## config.mk

```make
export PLATFORM = sky130hd
export DESIGN_NAME = rx_status_fifo
export DESIGN_NICKNAME = d
export VERILOG_FILES = /design/src/rtl/rsf_pkg.sv /design/src/rtl/rsf_rst_sync.sv /design/src/rtl/rsf_store.sv /design/src/rtl/rsf_err_track.sv /design/src/rtl/rx_status_fifo.sv
export SDC_FILE = /design/constraint.sdc
export NUM_CORES = 1
export LEC_CHECK = 0
export BUFFER_PORTS_ARGS = -buffer_cell sky130_fd_sc_hd__clkbuf_2
export CAP_MARGIN = 20
export CORE_ASPECT_RATIO = 0.7
export CORE_MARGIN = 3
export CORE_UTILIZATION = 30
export CTS_CLUSTER_SIZE = 24
export DETAILED_ROUTE_END_ITERATION = 10
export PLACE_DENSITY = 0.46
export SLEW_MARGIN = 20
export SYNTH_ARGS = -nofsm -noshare
export SYNTH_HDL_FRONTEND = slang
export SYNTH_HIERARCHICAL = 1
export SYNTH_SLANG_ARGS = --single-unit
```

## constraint.sdc

```tcl
create_clock -name clk -period 7.49 [get_ports clk]
set_input_delay 1.498 -clock clk [delete_from_list [all_inputs] [get_ports clk]]
set_output_delay 1.498 -clock clk [all_outputs]
set_load 0.02 [all_outputs]
```

## src/rtl/rsf_pkg.sv

```systemverilog
package rsf_pkg;
  typedef struct packed {
    logic       brk;
    logic       fe;
    logic       pe;
    logic [7:0] data;
  } rsf_entry_t;

  localparam logic [7:0] CMD_CLR_ERR = 8'h04;
endpackage

```

## src/rtl/rsf_rst_sync.sv

```systemverilog
module rsf_rst_sync (
  input  logic clk,
  input  logic rst_n,
  output logic rst_n_sync
);
  logic meta_q;

  always_ff @(posedge clk or negedge rst_n) begin
    if (!rst_n) begin
      meta_q     <= 1'b0;
      rst_n_sync <= 1'b0;
    end else begin
      meta_q     <= 1'b1;
      rst_n_sync <= meta_q;
    end
  end
endmodule

```

## src/rtl/rsf_store.sv

```systemverilog
module rsf_store #(
  parameter int DEPTH = 16,
  localparam int AW = $clog2(DEPTH),
  localparam int CW = AW + 1
) (
  input  logic                clk,
  input  logic                rst_n,
  input  logic                push_req,
  input  logic                pop_req,
  input  rsf_pkg::rsf_entry_t wdat,
  output rsf_pkg::rsf_entry_t head,
  output logic                push_ok,
  output logic                pop_ok,
  output logic                empty,
  output logic                full,
  output logic [CW-1:0]       count
);
  rsf_pkg::rsf_entry_t mem_q [DEPTH];
  logic [AW-1:0] wp_q, wp_n, rp_q, rp_n;
  logic [CW-1:0] cnt_n;

  assign empty   = (count == '0);
  assign full    = (count == CW'(DEPTH));
  assign push_ok = push_req && !full;
  assign pop_ok  = pop_req && !empty;
  assign head    = mem_q[rp_q];

  always_comb begin
    wp_n  = push_ok ? wp_q + AW'(1) : wp_q;
    rp_n  = pop_ok  ? rp_q + AW'(1) : rp_q;
    cnt_n = count;
    if (push_ok && !pop_ok) cnt_n = count + CW'(1);
    if (pop_ok && !push_ok) cnt_n = count - CW'(1);
  end

  always_ff @(posedge clk or negedge rst_n) begin
    if (!rst_n) begin
      wp_q  <= '0;
      rp_q  <= '0;
      count <= '0;
    end else begin
      wp_q  <= wp_n;
      rp_q  <= rp_n;
      count <= cnt_n;
    end
  end

  for (genvar i = 0; i < DEPTH; i++) begin : g_slot
    logic slot_en;
    assign slot_en = push_ok && (wp_q == AW'(i));
    always_ff @(posedge clk or negedge rst_n) begin
      if (!rst_n)       mem_q[i] <= '0;
      else if (slot_en) mem_q[i] <= wdat;
    end
  end

  p_no_overflow_r3: assert property (@(posedge clk) disable iff (!rst_n)
    count <= CW'(DEPTH));
  p_full_drop_r3: assert property (@(posedge clk) disable iff (!rst_n)
    full && push_req && !pop_req |=> full && $stable(wp_q));
  p_empty_read_r8: assert property (@(posedge clk) disable iff (!rst_n)
    empty && pop_req && !push_req |=> empty && $stable(rp_q));
  p_pushpop_r9: assert property (@(posedge clk) disable iff (!rst_n)
    push_req && pop_req && !empty && !full |=> $stable(count));
endmodule

```

## src/rtl/rsf_err_track.sv

```systemverilog
module rsf_err_track (
  input  logic       clk,
  input  logic       rst_n,
  input  logic       clr,
  input  logic       push_ok,
  input  logic       drop,
  input  logic [2:0] new_flags,
  output logic [2:0] acc,
  output logic       ovr
);
  logic [2:0] acc_n;
  logic       ovr_n;

  always_comb begin
    acc_n = clr ? 3'b000 : acc;
    if (push_ok) acc_n = acc_n | new_flags;
    ovr_n = (clr ? 1'b0 : ovr) | drop;
  end

  always_ff @(posedge clk or negedge rst_n) begin
    if (!rst_n) begin
      acc <= '0;
      ovr <= 1'b0;
    end else begin
      acc <= acc_n;
      ovr <= ovr_n;
    end
  end

  p_ovr_sticky_r3: assert property (@(posedge clk) disable iff (!rst_n)
    ovr && !clr |=> ovr);
  p_ovr_clear_r7: assert property (@(posedge clk) disable iff (!rst_n)
    clr && !drop |=> !ovr);
  p_acc_clear_r6: assert property (@(posedge clk) disable iff (!rst_n)
    clr && !push_ok |=> acc == 3'b000);
  p_acc_hold_r6: assert property (@(posedge clk) disable iff (!rst_n)
    !clr && !push_ok |=> $stable(acc));
endmodule

```

## src/rtl/rx_status_fifo.sv

```systemverilog
module rx_status_fifo #(
  parameter int DEPTH = 16,
  localparam int CW = $clog2(DEPTH) + 1
) (
  input  logic          clk,
  input  logic          rst_n,
  input  logic          wr_en,
  input  logic [7:0]    wr_data,
  input  logic [1:0]    wr_len,
  input  logic          wr_brk,
  input  logic          wr_fe,
  input  logic          wr_pe,
  input  logic          rd_en,
  output logic [7:0]    rd_data,
  input  logic          blk_mode,
  output logic [2:0]    status,
  input  logic          cmd_wr,
  input  logic [7:0]    cmd_code,
  output logic          overrun,
  output logic          empty,
  output logic          full,
  output logic [CW-1:0] count,
  output logic          rx_service
);
  import rsf_pkg::*;

  logic       rst_n_s;
  rsf_entry_t wdat, head;
  logic       push_ok, pop_ok, clr;
  logic [7:0] len_mask;
  logic [2:0] acc;

  rsf_rst_sync u_rst (.clk(clk), .rst_n(rst_n), .rst_n_sync(rst_n_s));

  assign len_mask  = 8'hFF >> (2'd3 - wr_len);
  assign wdat.brk  = wr_brk;
  assign wdat.fe   = wr_fe;
  assign wdat.pe   = wr_pe;
  assign wdat.data = wr_data & len_mask;
  assign clr       = cmd_wr && (cmd_code == CMD_CLR_ERR);

  rsf_store #(.DEPTH(DEPTH)) u_store (
    .clk(clk), .rst_n(rst_n_s), .push_req(wr_en), .pop_req(rd_en),
    .wdat(wdat), .head(head), .push_ok(push_ok), .pop_ok(pop_ok),
    .empty(empty), .full(full), .count(count)
  );

  rsf_err_track u_err (
    .clk(clk), .rst_n(rst_n_s), .clr(clr), .push_ok(push_ok),
    .drop(wr_en && full), .new_flags({wr_brk, wr_fe, wr_pe}),
    .acc(acc), .ovr(overrun)
  );

  assign rx_service = !empty;
  assign rd_data    = empty ? 8'h00 : head.data;
  assign status     = blk_mode ? acc
                    : (empty ? 3'b000 : {head.brk, head.fe, head.pe});

  p_service_r10: assert property (@(posedge clk) disable iff (!rst_n_s)
    rx_service |-> count != '0);
  p_empty_zero_r8: assert property (@(posedge clk) disable iff (!rst_n_s)
    empty |-> rd_data == 8'h00);
endmodule

```

**After elaboration in Yosys (flattened, before gate mapping)**

Cells that the tools add are included.

- Register bits: 195
- Input bits: 27
- Output and inout port bits: 20
- Logic and storage cells: 139

- Add/subtract/negate cells: 5
- $lt $le $gt $ge: 1
- Equality and inequality tests: 17
- Shifts and indexed selects: 1
- Mux-type cells: 11
- Bitwise operators: 4
- Reductions and logical operators: 29

Operators by type and width:

| kind | count |
|---|---|
| $bmux W11 S4 | 1 |
| $eq A4 B4 Y1 const B | 8 |
| $logic_and A1 B1 Y1 | 22 |
| $mux W11 | 2 |
| $eq A4 B3 Y1 const B | 4 |
| $mux W3 | 4 |
| $mux W5 | 2 |
| $add A4 B1 Y4 const B | 2 |
| $and A8 B8 Y8 | 1 |
| $eq A4 B2 Y1 const B | 2 |
| $eq A8 B3 Y1 const B | 1 |
| $mux W8 | 1 |
| $shr A8 B2 Y8 const A | 1 |
| $add A5 B1 Y5 const B | 1 |
| $eq A5 B5 Y1 const B | 1 |
| $ge A5 B5 Y1 const B | 1 |
| $logic_not A5 Y1 | 1 |
| $not A4 Y5 | 1 |
| $sub A5 B1 Y5 const B | 1 |
| $eq A4 B1 Y1 const B | 1 |
| $logic_not A1 Y1 | 4 |
| $logic_not A4 Y1 | 1 |
| $or A3 B3 Y3 | 1 |
| $reduce_bool A2 Y1 | 1 |
| other kinds (3) | 3 |

**Longest topological paths before layout**

- Depth after elaboration: 7
- Gate-level depth with buffers: 10
- Gate-level depth less buffers: 9

**Hierarchy**

Netlist, hierarchy kept.

Modules (own cells, without submodules):

| module | instances | cells an instance | area each (um2) | seq. area each (um2) |
|---|---|---|---|---|
| rsf_store | 1 | 607 | 8906.0 | 4729.5 |
| rx_status_fifo | 1 | 25 | 151.4 | 0.0 |
| rsf_err_track | 1 | 9 | 138.9 | 100.1 |
| rsf_rst_sync | 1 | 3 | 53.8 | 50.0 |

**Worst setup path after synthesis**

No wires, ideal clock.

- Path type: reg-to-output
- From: register u_store.count[1]
- To: output port status[2]
- Arrival: 1991 ps
- Required time: 5992 ps
- Setup slack: 4001 ps
- Cell stages (with the launch flop): 6
- Path buffers: 1
- Cells stage by stage: dfrtp_1 or4_1 nor2_1 buf_2 nor2_1 a22o_1

- Word-level cells in the longest chain between the ends: 3

RTL lines:

| what | RTL line | RTL |
|---|---|---|
| start: declaration | rsf_store.sv:16 | `output logic [CW-1:0] count` |
| start signal: assignment | rsf_store.sv:44 | `count <= cnt_n;` |
| $logic_not A5 Y1 | rsf_store.sv:22 | `assign empty = (count == '0);` |
| net empty | rx_status_fifo.sv:20 | `output logic empty,` |
| $mux W3 | rx_status_fifo.sv:57 | `: (empty ? 3'b000 : {head.brk, head.fe, head.pe});` |
| $mux W3 | rx_status_fifo.sv:56 | `assign status = blk_mode ? acc` |
| end: declaration | rx_status_fifo.sv:16 | `output logic [2:0] status,` |

The timed path passes the listed nets, and every way through them passes these cells.

==> impl_metrics.yaml <==
synthesis:
  yosysUniqueCellTypes: 41
  synth_mux_area_share_pct: 31.90
  synth_fa_ha_area_share_pct: 1.434
  ys_ff_latch: 195
  avgSynthCellArea_um2: 14.36
  async_flop_share_pct: 100.0
  synth_area_mm2: 0.009250
  synth-seq-area-share_pct: 52.75
  synth_top_family_by_area: "multiplexers"
  synth_top_area_cell: "dfrtp_1"
  ys_warn_count: 6
  synth-compound-area-share_pct: 4.951
  synthFlopType: "dfrtp_1"
  synth_area_leaders: "dfrtp_1, mux2_1, mux2_2"
  synth_nets: 681
  synth_edf_count: 0
  netlist_instances: 644
  yosys.area_share.simple_pct: 4.410
  yosys.area.top_type_share_pct: 52.75
  synth_xor_area_share_pct: 0.9468
min_path:
  hold_class: "reg -> async"
timing:
  slew_headroom_pct: 35.63
  hold_viol: 0
  finalClockSkew_ns: 0.009421
  rsz0062_at_grt: "false"
  slew_violations: 0
  whs_ns: 0.3285
  fmax_mhz: 207.7
  tightest_slew_ns: 0.9655
  finalCriticalPeriod_ns: 4.815
  finalSetupTns_ns: 0
  period_share_pct: 64.28
  finalSetupViolations: 0
setup_path:
  worst-path-max-fanout: 41
  end_kind: "output port"
  worstRegToRegCells: 9
  worst-setup-path-type: "reg -> out"
  rrSetupSlack_ns: 4.49
  worst_ep_required_time_ns: 5.99
  worstPathArrival_ns: 3.32
  cp-start-kind: "flop"
routing:
  vias: 5445
  wl_per_cell_um: 21.92
  via_per_inst: 4.982
  drcViolationCount: 0
  ant_nets: 0
  routed_wl_um: 23950
  drtIter0Drc: 265
  drt-pass1-iter-count: 5
die:
  start_util_pct: 30.66
  core_mm2: 0.03017
  die_area_mm2: 0.03301
  die_h_um: 152.9
  ios: 47
  die_x_um: 215.9
  fp-row-count: 53
cells_and_area:
  multiInputGateArea_mm2: 0.004040
  nets: 705
  fillers: 2900
  areaGrowthSynthToFinish_pct: 12.81
  drive_above_1_share_pct: 26.43
  n_antenna_cell: 0
  seq_area_mm2: 0.004887
clocking:
  clkSinkCount: 195
  cts_setup_buffers: 0
  cts_made_buffers: 17
  clk_latency_ns: 0.45
  cts-root-buf: "clkbuf_16"
  clk_path_buf_depth: 2
  cts_tree: "done"
  ctsHoldBuffers: 0
  htree_num_levels: 4
  clk_pin_slew_ns: 0.07
  cts_resized: 0
global_routing:
  grt_pass1_wl_um: 36850
  grt_pass1_vias: 5678
  grt-ovfl-total: 0
  grt_usage_pct: 15.08
  antenna_found_initial: 1
  grt_start_max_net_pins: 81
status:
  status: "finished, final reports clean"
pwr:
  pwr-share-clk_pct: 21.6
  p_leak_nw: 4.705
  vdd_drop_max_uv: 144.1
  switching_power_w: 0.001675
  power.internal_w: 0.003014
  combPwrFrac_pct: 38.0
  seqPwrFrac_pct: 40.5
  powerDensity_mw_per_mm2: 449.4
  swShare_pct: 35.72
placed_design:
  port_buffers: 46
  gp_congestion: 0.7603
  dp_hpwl_um: 15220
job:
  cap_violations: 0
routing by layer:
layer | vias to the layer above | wire length, um | track usage, %
met5 | - | 13 | 0
met4 | 2 | 287 | 4.906
met3 | 26 | 617 | 2.802
met2 | 85 | 11010 | 22.84
met1 | 2912 | 12030 | 21.84
li1 | 2420 | - | -
synth_stat cells (4+ instances only):
library cell / number
mux2i_1: 45
a221oi_1: 22
nor2_1: 4
xnor2_1: 8
nor2b_1: 12
a22o_1: 4
mux2_2: 52
a22oi_1: 11
buf_2: 9
inv_1: 5
nand3_2: 12
and2_1: 4
dfrtp_1: 195
mux4_2: 22
mux2_1: 126
buf_4: 14
buf_6: 6
nand4_1: 4
ha_1: 9
o21ai_0: 16
nand2_1: 18
clkbuf_1: 22
logic make-up after synthesis:
| family | count (synthesis) |
|---|---|
| adder cells (fa/ha/maj) | 10 |
| buffers and inverters | 58 |
| AND/OR/NAND/NOR | 64 |
| other | 1 |
| multiplexers | 245 |
| XOR/XNOR | 10 |
| AO/OA/AOI/OAI | 61 |
| flip-flops | 195 |
critical path, cell delays in order, from the launching register on:
cell and delay, ns:
dfrtp_4 0.95, buf_4 0.60, mux2i_1 0.16, a221oi_1 0.38, o21ai_0 0.14, nand2_1 0.15
nand2b_1 0.06, o21ai_0 0.19, clkbuf_2 0.21
final cells by class:
type	instances	area share [%]
tap	412	4.940
timing repair buffer	57	3.070
clock buffer	20	4.281
clock inverter	12	1.942
sequential	195	46.83
multi-input combinational	391	38.72
inverter	6	0.2158
registers in the layout, indices dropped and copies added, names as in the netlist:
name,count
u_err/acc,3
u_err/ovr,1
u_rst/meta_q,1
u_rst/rst_n_sync,1
u_store/count,5
u_store/mem_q,176
u_store/rp_q,4
u_store/wp_q,4
metrics by stage:
stage	instance area, um^2	instances	util (%)	setup WS (ns)	total power [W]
after floorplan	9250	644	-	1.654	0.003171
after global placement	9771	1060	32.38	3.123	0.003655
final	10440	1093	34.58	2.675	0.004689
after global routing	10440	1093	34.58	2.392	0.005005
after detailed placement	9782	1061	32.42	3.067	0.003724
after CTS	10430	1093	34.57	2.552	0.004750
layout by cell type (no fill, tap or decap), drive strengths merged:
cell type / n
nor4b: 1
and2: 4
and3: 1
a21o: 3
bufinv: 5
nand3: 13
xor2: 2
o21ai: 16
a221oi: 22
ha: 9
nor4: 1
dfrtp: 195
a21oi: 2
a22o: 4
and4b: 1
a22oi: 11
fa: 1
mux2: 178
nor3: 1
mux2i: 45
conb: 1
nand4: 5
nor2b: 12
clkinvlp: 3
a21boi: 1
or4: 1
inv: 8
clkinv: 2
o21a: 2
nand2: 18
clkbuf: 66
nand2b: 2
xnor2: 8
nor2: 4
mux4: 22
buf: 11
power groups by stage:
stage	clock network [W]	logic [W]	registers [W]
CTS	0.00104	0.00181	0.00190
finish	0.00101	0.00178	0.00190
detailed placement	0	0.00180	0.00192
global placement	0	0.00176	0.00190
floorplan	0	0.00140	0.00177
global route	0.00109	0.00195	0.00197
worst paths after layout:
kind,endpoint,start
worst max-delay path,status[1],u_store/rp_q[0]
worst min-delay path,u_store/mem_q[76],u_rst/rst_n_sync
worst max register to register,u_store/count[4],u_store/count[0]
worst min register to register,u_store/mem_q[76],u_rst/rst_n_sync
max in group asynchronous,u_store/mem_q[35],u_rst/rst_n_sync
min in group clk,u_rst/rst_n_sync,u_rst/meta_q
(Power assumes the default switching activity.)
